File: config.mk
export PLATFORM = sky130hd
export DESIGN_NAME = tce_span
export DESIGN_NICKNAME = d
export VERILOG_FILES = /design/src/rtl/tce_pkg.sv /design/src/rtl/tce_span.sv
export SDC_FILE = /design/constraint.sdc
export NUM_CORES = 1
export LEC_CHECK = 0
export CAP_MARGIN = 20
export CORE_UTILIZATION = 42
export DETAILED_ROUTE_END_ITERATION = 10
export GPL_ROUTABILITY_DRIVEN = 0
export PLACE_DENSITY = 0.95
export SLEW_MARGIN = 0
export SYNTH_ARGS = -nofsm -noshare
export SYNTH_HDL_FRONTEND = slang
export SYNTH_SLANG_ARGS = --single-unit
File: constraint.sdc
create_clock -name vclk -period 7.6
set_clock_uncertainty 0.1 [all_clocks]
set_input_delay 1.14 -clock vclk [all_inputs]
set_output_delay 1.14 -clock vclk [all_outputs]
set_load 0.01 [all_outputs]
File: src/rtl/tce_pkg.sv
package tce_pkg;

   localparam int TAG_W  = 4;
   localparam int BYTE_W = 2 * TAG_W;

   typedef enum logic [1:0] {
      ST_IDLE,
      ST_FETCH,
      ST_CMP,
      ST_DONE
   } tce_state_e;

endpackage

File: src/rtl/tce_span.sv
module tce_span import tce_pkg::*; #(
   parameter int PTR_W   = 64,
   parameter int TAG_LSB = 56,
   parameter int SEL_BIT = 55,
   parameter int GRAN_LG = 4,
   parameter int SIZE_W  = 12,
   parameter int CNT_W   = 9,
   parameter bit REV_EN  = 1'b1,
   localparam int AW     = TAG_LSB,
   localparam int GW     = AW - GRAN_LG,
   localparam int HI     = TAG_LSB + TAG_W
) (
   input  logic [HI-1:0]     ptr_i,
   input  logic [SIZE_W-1:0] size_m1_i,
   input  logic              reverse_i,
   input  logic [1:0]        tbi_en_i,
   input  logic [1:0]        match_all_en_i,
   output logic              bypass_o,
   output logic              rev_o,
   output logic [GW-1:0]     start_g_o,
   output logic [CNT_W-1:0]  cnt_o
);

   logic [AW-1:0]    addr;
   logic [AW-1:0]    size_x;
   logic [TAG_W-1:0] tag;
   logic             sel;
   logic             match_all;
   logic [GW-1:0]    span_fwd;
   logic [GW-1:0]    span;

   assign addr      = ptr_i[AW-1:0];
   assign size_x    = AW'(size_m1_i);
   assign tag       = ptr_i[HI-1:TAG_LSB];
   assign sel       = ptr_i[SEL_BIT];
   assign start_g_o = addr[AW-1:GRAN_LG];

   // the match-everything tag is all zeros in the low half, all ones in the high half
   assign match_all = match_all_en_i[sel] && (tag == {TAG_W{sel}});
   assign bypass_o  = !tbi_en_i[sel] || match_all;

   assign span_fwd  = GW'((addr + size_x) >> GRAN_LG) - start_g_o;

   generate
      if (REV_EN) begin : g_rev
         logic [GW-1:0] span_rev;
         assign span_rev = start_g_o - GW'((addr - size_x) >> GRAN_LG);
         assign span     = reverse_i ? span_rev : span_fwd;
         assign rev_o    = reverse_i;
      end else begin : g_fwd_only
         assign span  = span_fwd;
         assign rev_o = 1'b0;
      end
   endgenerate

   assign cnt_o = span[CNT_W-1:0] + CNT_W'(1);

endmodule

==> results of run 1 <==
metal layers:
metal / part of all wire / wire length, um
met1: 0.42 / 1872
met2: 0.52 / 2345
met3: 0.060 / 271
met4: 0.00089 / 4
met5: 0 / 0
critical path, delay by kind of cell:
family,cells,cell delay [ns]
compound gates,5,0.87
xor+xnor,2,0.33
fa+ha+maj,2,0.72
buf+inv,2,1.10
mux,1,0.22
simple gates,5,1.18
cells in the mapped netlist, types with 3 or more instances:
cell | number | area share
nor3_1 | 5 | 0.011
xor2_1 | 9 | 0.036
nand2_1 | 4 | 0.0068
o21a_1 | 9 | 0.031
o31a_1 | 4 | 0.016
mux2i_1 | 6 | 0.027
o21ai_0 | 6 | 0.014
nor3b_1 | 3 | 0.010
xnor2_1 | 21 | 0.084
nor2_1 | 15 | 0.026
buf_4 | 53 | 0.18
nor2b_1 | 6 | 0.017
a21oi_1 | 17 | 0.039
or3_1 | 8 | 0.023
and3_1 | 3 | 0.0085
nand3_1 | 7 | 0.016
ha_1 | 39 | 0.22
inv_1 | 28 | 0.048
o21ai_1 | 3 | 0.0068
area by class of cell:
cell class	instances	area [um^2]
Inverter	29	108.9
Tap cell	67	83.83
Timing Repair Buffer	54	540.5
Fill cell	477	2485
Multi-Input combinational cell	199	1662
power by group through the flow:
stage	clock network, mW	logic [mW]	registers, mW
after floorplan	0	0.286	0
after global placement	0	0.374	0
after detailed placement	0	0.385	0
after CTS	0	0.387	0
after global routing	0	0.420	0
final	0	0.385	0
through the flow:
step / instance area, um^2 / power [mW] / std cells / util
finish: 2395 / 0.3849 / 349 / 0.4908
floorplan: 2196 / 0.2856 / 286 / -
detailed placement: 2395 / 0.3845 / 349 / 0.4908
CTS: 2395 / 0.3868 / 349 / 0.4908
global route: 2395 / 0.4199 / 349 / 0.4908
global placement: 2395 / 0.3735 / 349 / 0.4908
final timing paths:
| check | startpoint | end | slack, ns | cells after the start |
|---|---|---|---|---|
| worst max-delay path | ptr_i[5] | cnt_o[8] | 0.79 | 17 |
| worst min-delay path | ptr_i[21] | start_g_o[17] | 2.18 | 0 |
kinds of logic after synthesis:
logic type / count (synthesis) / share of synthesized area
AO/OA/AOI/OAI: 57 / 0.1954
XOR/XNOR: 30 / 0.1197
adder cells (fa/ha/maj): 41 / 0.2405
buffers and inverters: 87 / 0.2433
multiplexers: 6 / 0.02735
AND/OR/NAND/NOR: 65 / 0.1738
==> flow_summary.ini, run 1 <==
[critical_path]
path_cells = clkdlybuf4s50_1, ha_1, or3_1, o2111a_1, nor3_1, nor2_1, o21bai_1, xnor2_1, ha_1, or2_2, a21o_1, o41ai_4, mux2i_1, o21ai_1, nand4bb_1, xnor2_1, clkdlybuf4s50_1
crit_type = in2out
arrival_ns = 5.57
worstSetupStartpointType = primary input
cp_slowest_cell = clkdlybuf4s50_1
required_ns = 6.36
cp_slowest_stage_delay_ns = 0.55
crit_fanout = 6
cp-end-kind = output pin

[sta]
rsz0062_at_grt = false
setup_viol = 0
tns_ns = 0
fmax_ghz = 0.1468
holdWs_ns = 2.180
layout_setup_ws_ns = 0.7875
fin_crit_sh = 0.8964
timing.final.crit_period_ns = 6.813
maxSlewViolCount = 0
finalHoldViolations = 0
slew-limit-headroom = 0.5263
worst_pin_slew_ns = 0.7083

[routing]
vias = 1854
drcViolationCount = 0
wl_mm = 4.494
drtIter0Drc = 51
vias_per_cell = 5.312
dr.pass1.iters = 4
detail_route.wl_per_cell_um = 12.88
ant_nets = 0

[floorplan]
ioPinCount = 140
die_area_mm2 = 0.005521
initial_utilization = 0.4500
rows = 25
die_y_um = 74.31
core-area_mm2 = 0.004880
die_x_um = 74.31

[placed_design]
dp.final_hpwl_mm = 3.866
portBuffers = 54
post-place-ws_ns = 0.8011

[synth]
yosys_warnings = 0
avgSynthCellArea_um2 = 7.678
synthDistinctLibCells = 49
synth_area_mm2 = 0.002196
syn_nets = 404
synth_cells = 286
synth-seq-area-share = 0

[power]
p_seq_frac = 0
swShare = 0.4802
powerDensity_mw_per_mm2 = 160.7
clkPwrFrac = 0
p_comb_frac = 1.000
p_switching_mw = 0.1848
p_int_mw = 0.2000
p_leak_nw = 1.058
ir_drop_uv = 89.54

[min_path]
min_path_type = in2out

[final_layout]
mostFrequentLayoutCell = clkdlybuf4s50_1
antennaDiodeCount = 0
layout.nets = 402
final_cell_mix = clkdlybuf4s50_1 (54), ha_1 (39), inv_1 (28)
n_clock_buffer = 0
seq_area_um2 = 0
drive_above_1_share = 0.04965
area_growth_pct = 9.060
seq_cell_count = 0

[clock_tree]
cts_hold_buffers = 0
ctsResizeCount = 0
post_cts_buffers = 0

[global_route]
grt_antenna_before_repair = 0
grt_pass1_wl_mm = 7.162
overflow = 0
grt_usage = 0.1572
grt_use_met2 = 0.3242
gr-usage-met3 = 0.03117
grt_max_degree = 17
grt_pass1_vias = 1819
grt_use_met1 = 0.1665
busiest_layer = met2

[job]
max_cap_violations = 0

[run_status]
status = complete, no violations
No activity file was read; power rests on OpenSTA's default activity.
==> inputs of run 2 (changes only) <==
--- a/config.mk
+++ b/config.mk
@@ -6,11 +6,12 @@
 export NUM_CORES = 1
 export LEC_CHECK = 0
 export CAP_MARGIN = 20
+export CORE_ASPECT_RATIO = 0.75
 export CORE_UTILIZATION = 42
 export DETAILED_ROUTE_END_ITERATION = 10
 export GPL_ROUTABILITY_DRIVEN = 0
 export PLACE_DENSITY = 0.95
-export SLEW_MARGIN = 0
+export SLEW_MARGIN = 40
 export SYNTH_ARGS = -nofsm -noshare
 export SYNTH_HDL_FRONTEND = slang
 export SYNTH_SLANG_ARGS = --single-unit
==> run 2 against run 1 <==
Die area about the same. Sequential cell count unchanged. Highest routed layer unchanged. Setup slack got worse by 0.091 ns. Combinational power increased by 1%. First-iteration DRC count increased by 80%. Power increased by 0.94%. Non-clock buffer count unchanged. Core utilization decreased by 0.92 points. Hold slack unchanged. Via count decreased by 1.5%.
==> flow_summary.ini, run 2 (synthesis gave the netlist of run 1 again) <==
[critical_path]
crit_type = in2out
critPathCapture = cnt_o[7]
cp_slowest_cell = clkdlybuf4s50_1
arrival_ns = 5.66
crit_top_cell = nor2_1
cp_slowest_stage_delay_ns = 0.55
cp-end-kind = output pin
crit_fanout = 4
cp-startpoint = size_m1_i[2]
worstSetupStartpointType = primary input
worst-path-stages = 21
path_cells = clkdlybuf4s50_1, inv_1, ha_1, nor2_1, a311oi_1, nor2_1, nor2_1, nor2_1, nor2_1, xnor2_1, inv_1, fa_1, nor2b_1, o21a_1, o31a_1, nor2_1, xnor2_1, mux2i_1, nor4bb_2, xnor2_1, clkdlybuf4s50_1
required_ns = 6.36
path_buf_inv = 4
critical-path-top-delay-family = buffers and inverters

[global_route]
grt_usage = 0.1538
grt_pass1_wl_mm = 7.176
grt_pass1_vias = 1652
overflow = 0
grt_max_degree = 17
grt_antenna_before_repair = 0

[clock_tree]
ctsResizeCount = 0
cts_hold_buffers = 0
post_cts_buffers = 0

[final_layout]
n_clock_buffer = 0
final_cell_mix = clkdlybuf4s50_1 (54), ha_1 (39), inv_1 (28)
drive_above_1_share = 0.04965
seq_area_um2 = 0
layout.nets = 402
antennaDiodeCount = 0
stdcell_count = 342
seq_cell_count = 0
final_core_util = 0.4816
mostFrequentLayoutCell = clkdlybuf4s50_1
area_growth_pct = 8.661

[sta]
timing.final.crit_period_ns = 6.903
rsz0062_at_grt = false
finalHoldViolations = 0
worst_pin_slew_ns = 0.6610
maxSlewViolCount = 0
tns_ns = 0
fmax_ghz = 0.1449
fin_crit_sh = 0.9083
slew-limit-headroom = 0.5580
setup_viol = 0

[min_path]
min_path_type = in2out

[job]
max_cap_violations = 0

[placed_design]
portBuffers = 54
dp.final_hpwl_mm = 3.934
dp.cells = 342

[floorplan]
core-area_mm2 = 0.004955
ioPinCount = 140
rows = 22
die_x_um = 85.49
initial_utilization = 0.4432
die_y_um = 64.62
die_area_mm2 = 0.005524

[routing]
wl_mm = 4.468
drcViolationCount = 0
detail_route.wl_per_cell_um = 13.06
drtIter0Drc = 92
vias = 1826
ant_nets = 0
dr.pass1.iters = 4
vias_per_cell = 5.339

[power]
ir_drop_uv = 46.90
p_leak_nw = 1.058
finalPower_mw = 0.3885
powerDensity_mw_per_mm2 = 162.8

[run_status]
status = complete, no violations
run 2: cell counts in the layout (fill, tap and decap cells not counted):
Identical to the previous run, type by type.
run 2: area by class of cell:
type               count  area (um^2)
fillers              487         2569
inverters             29        108.9
multi-input cells    199         1662
well taps             60        75.07
repair buffers        54        540.5
run 2: per-layer routing:
layer,wire (um),global-route usage
met1,2151,0.1998
met2,2029,0.2800
met3,266,0.01911
met4,20,0.01667
met5,0,0
run 2: metrics by stage:
step	hold slack (ns)	instance area, um^2	setup slack (ns)
CTS	2.180	2386	0.7222
global placement	2.180	2386	0.8999
floorplan	2.272	2196	2.099
detailed placement	2.180	2386	0.7399
global route	2.180	2386	0.4231
finish	2.180	2386	0.6968
run 2: where the power goes:
part | internal, mW | switching (mW)
Clock | 0 | 0
Combinational | 0.200 | 0.189
Sequential | 0 | 0
Total | 0.200 | 0.189
run 2: how the worst min path moves through the flow:
stage | cells after the start | from | end | slack, ns
finish | 0 | ptr_i[18] | start_g_o[14] | 2.18
global route | 0 | ptr_i[42] | start_g_o[38] | 2.18
CTS | 0 | ptr_i[15] | start_g_o[11] | 2.18
detailed placement | 0 | ptr_i[15] | start_g_o[11] | 2.18
global placement | 0 | ptr_i[15] | start_g_o[11] | 2.18
floorplan | 1 | reverse_i | rev_o | 2.27
==> inputs of run 3 (changes only) <==
--- a/config.mk
+++ b/config.mk
@@ -11,7 +11,7 @@
 export DETAILED_ROUTE_END_ITERATION = 10
 export GPL_ROUTABILITY_DRIVEN = 0
 export PLACE_DENSITY = 0.95
-export SLEW_MARGIN = 40
+export REMOVE_ABC_BUFFERS = 1
 export SYNTH_ARGS = -nofsm -noshare
 export SYNTH_HDL_FRONTEND = slang
 export SYNTH_SLANG_ARGS = --single-unit
==> run 3 against run 2 <==
Die area stayed put. Hold slack about the same. Sequential share of layout area unchanged. Routed wire length up 45%. Highest routed layer is now met5.
==> flow_summary.ini, run 3 (synthesis gave the netlist of run 1 again) <==
[run_status]
status = complete, no violations

[final_layout]
drive_above_1_share = 0.04965
area_growth_pct = 8.661
layout.nets = 402
n_clock_buffer = 0
final_cell_mix = clkdlybuf4s50_1 (54), ha_1 (39), inv_1 (28)
seq_area_um2 = 0
final_core_util = 0.4816
multi_input_area_mm2 = 0.001662
antennaDiodeCount = 0
fillCellCount = 486
seq_cell_count = 0
mostFrequentLayoutCell = clkdlybuf4s50_1

[min_path]
min_path_type = in2out

[global_route]
grt_pass1_wl_mm = 9.611
grt_antenna_before_repair = 0
grt_max_degree = 17
grt_usage = 0.2261
grt_pass1_vias = 1784
overflow = 0

[placed_design]
dp.final_hpwl_mm = 5.555
portBuffers = 54
post-place-ws_ns = 0.7846

[clock_tree]
cts_hold_buffers = 0
post_cts_buffers = 0
ctsResizeCount = 0

[critical_path]
required_ns = 6.36
arrival_ns = 5.58
cp_slowest_stage_delay_ns = 0.54
path_cells = clkdlybuf4s50_1, inv_1, ha_1, nor2_1, a311oi_1, nor2_1, nor2_1, nor2_1, nor2_1, xnor2_1, inv_1, fa_1, nor2b_1, o21a_1, o31a_1, nor2_1, xnor2_1, mux2i_1, nor4bb_2, xnor2_1, clkdlybuf4s50_1
cp-end-kind = output pin
crit_type = in2out
crit_fanout = 4
cp_slowest_cell = clkdlybuf4s50_1
worstSetupStartpointType = primary input
crit_top_cell = nor2_1
path_buf_inv = 4
critical-path-top-delay-family = buffers and inverters

[routing]
vias_per_cell = 5.690
ant_nets = 0
detail_route.wl_per_cell_um = 18.94
vias = 1946
wl_mm = 6.476
drtIter0Drc = 79
dr.pass1.iters = 5
drcViolationCount = 0

[floorplan]
core-area_mm2 = 0.004955
ioPinCount = 140
initial_utilization = 0.4432
die_y_um = 64.62
die_area_mm2 = 0.005524
die_x_um = 85.49
rows = 22

[sta]
maxSlewViolCount = 0
worst_pin_slew_ns = 0.6593
tns_ns = 0
finalHoldViolations = 0
fmax_ghz = 0.1466
holdWs_ns = 2.180
slew-limit-headroom = 0.5591
fin_crit_sh = 0.8976
layout_setup_ws_ns = 0.7783
timing.final.crit_period_ns = 6.822
rsz0062_at_grt = false
setup_viol = 0

[power]
p_leak_nw = 1.058
ir_drop_uv = 52.32
powerDensity_mw_per_mm2 = 162.9

[job]
max_cap_violations = 0
run 3: worst paths after layout:
kind | endpoint | cells after the start | start
max | cnt_o[7] | 21 | size_m1_i[2]
min | start_g_o[38] | 0 | ptr_i[42]
run 3: report_power, final:
group,internal (mW),leakage [nW],switching [mW],total (mW)
sequential,0,0,0,0
clock,0,0,0,0
combinational,0.200,1.06,0.188,0.389
total,0.200,1.06,0.188,0.389
run 3: per-stage QoR:
stage          cells  power [mW]  cell area [um^2]
6_report         342      0.3887              2386
5_1_grt          342      0.4231              2386
4_1_cts          342      0.3881              2386
3_5_place_dp     342      0.3868              2386
3_3_place_gp     342      0.3708              2386
2_1_floorplan    228      0.2546              1770
run 3: final cells by class:
type,count,area share
multi-input combinational,199,0.6964
inverter,29,0.04562
timing repair buffer,54,0.2265
tap,60,0.03146
run 3: layer usage:
layer,global-route usage,share of wire
met1,0.3116,0.49
met2,0.2910,0.37
met3,0.1427,0.13
met4,0.008333,0.00046
met5,0.1515,0.0049
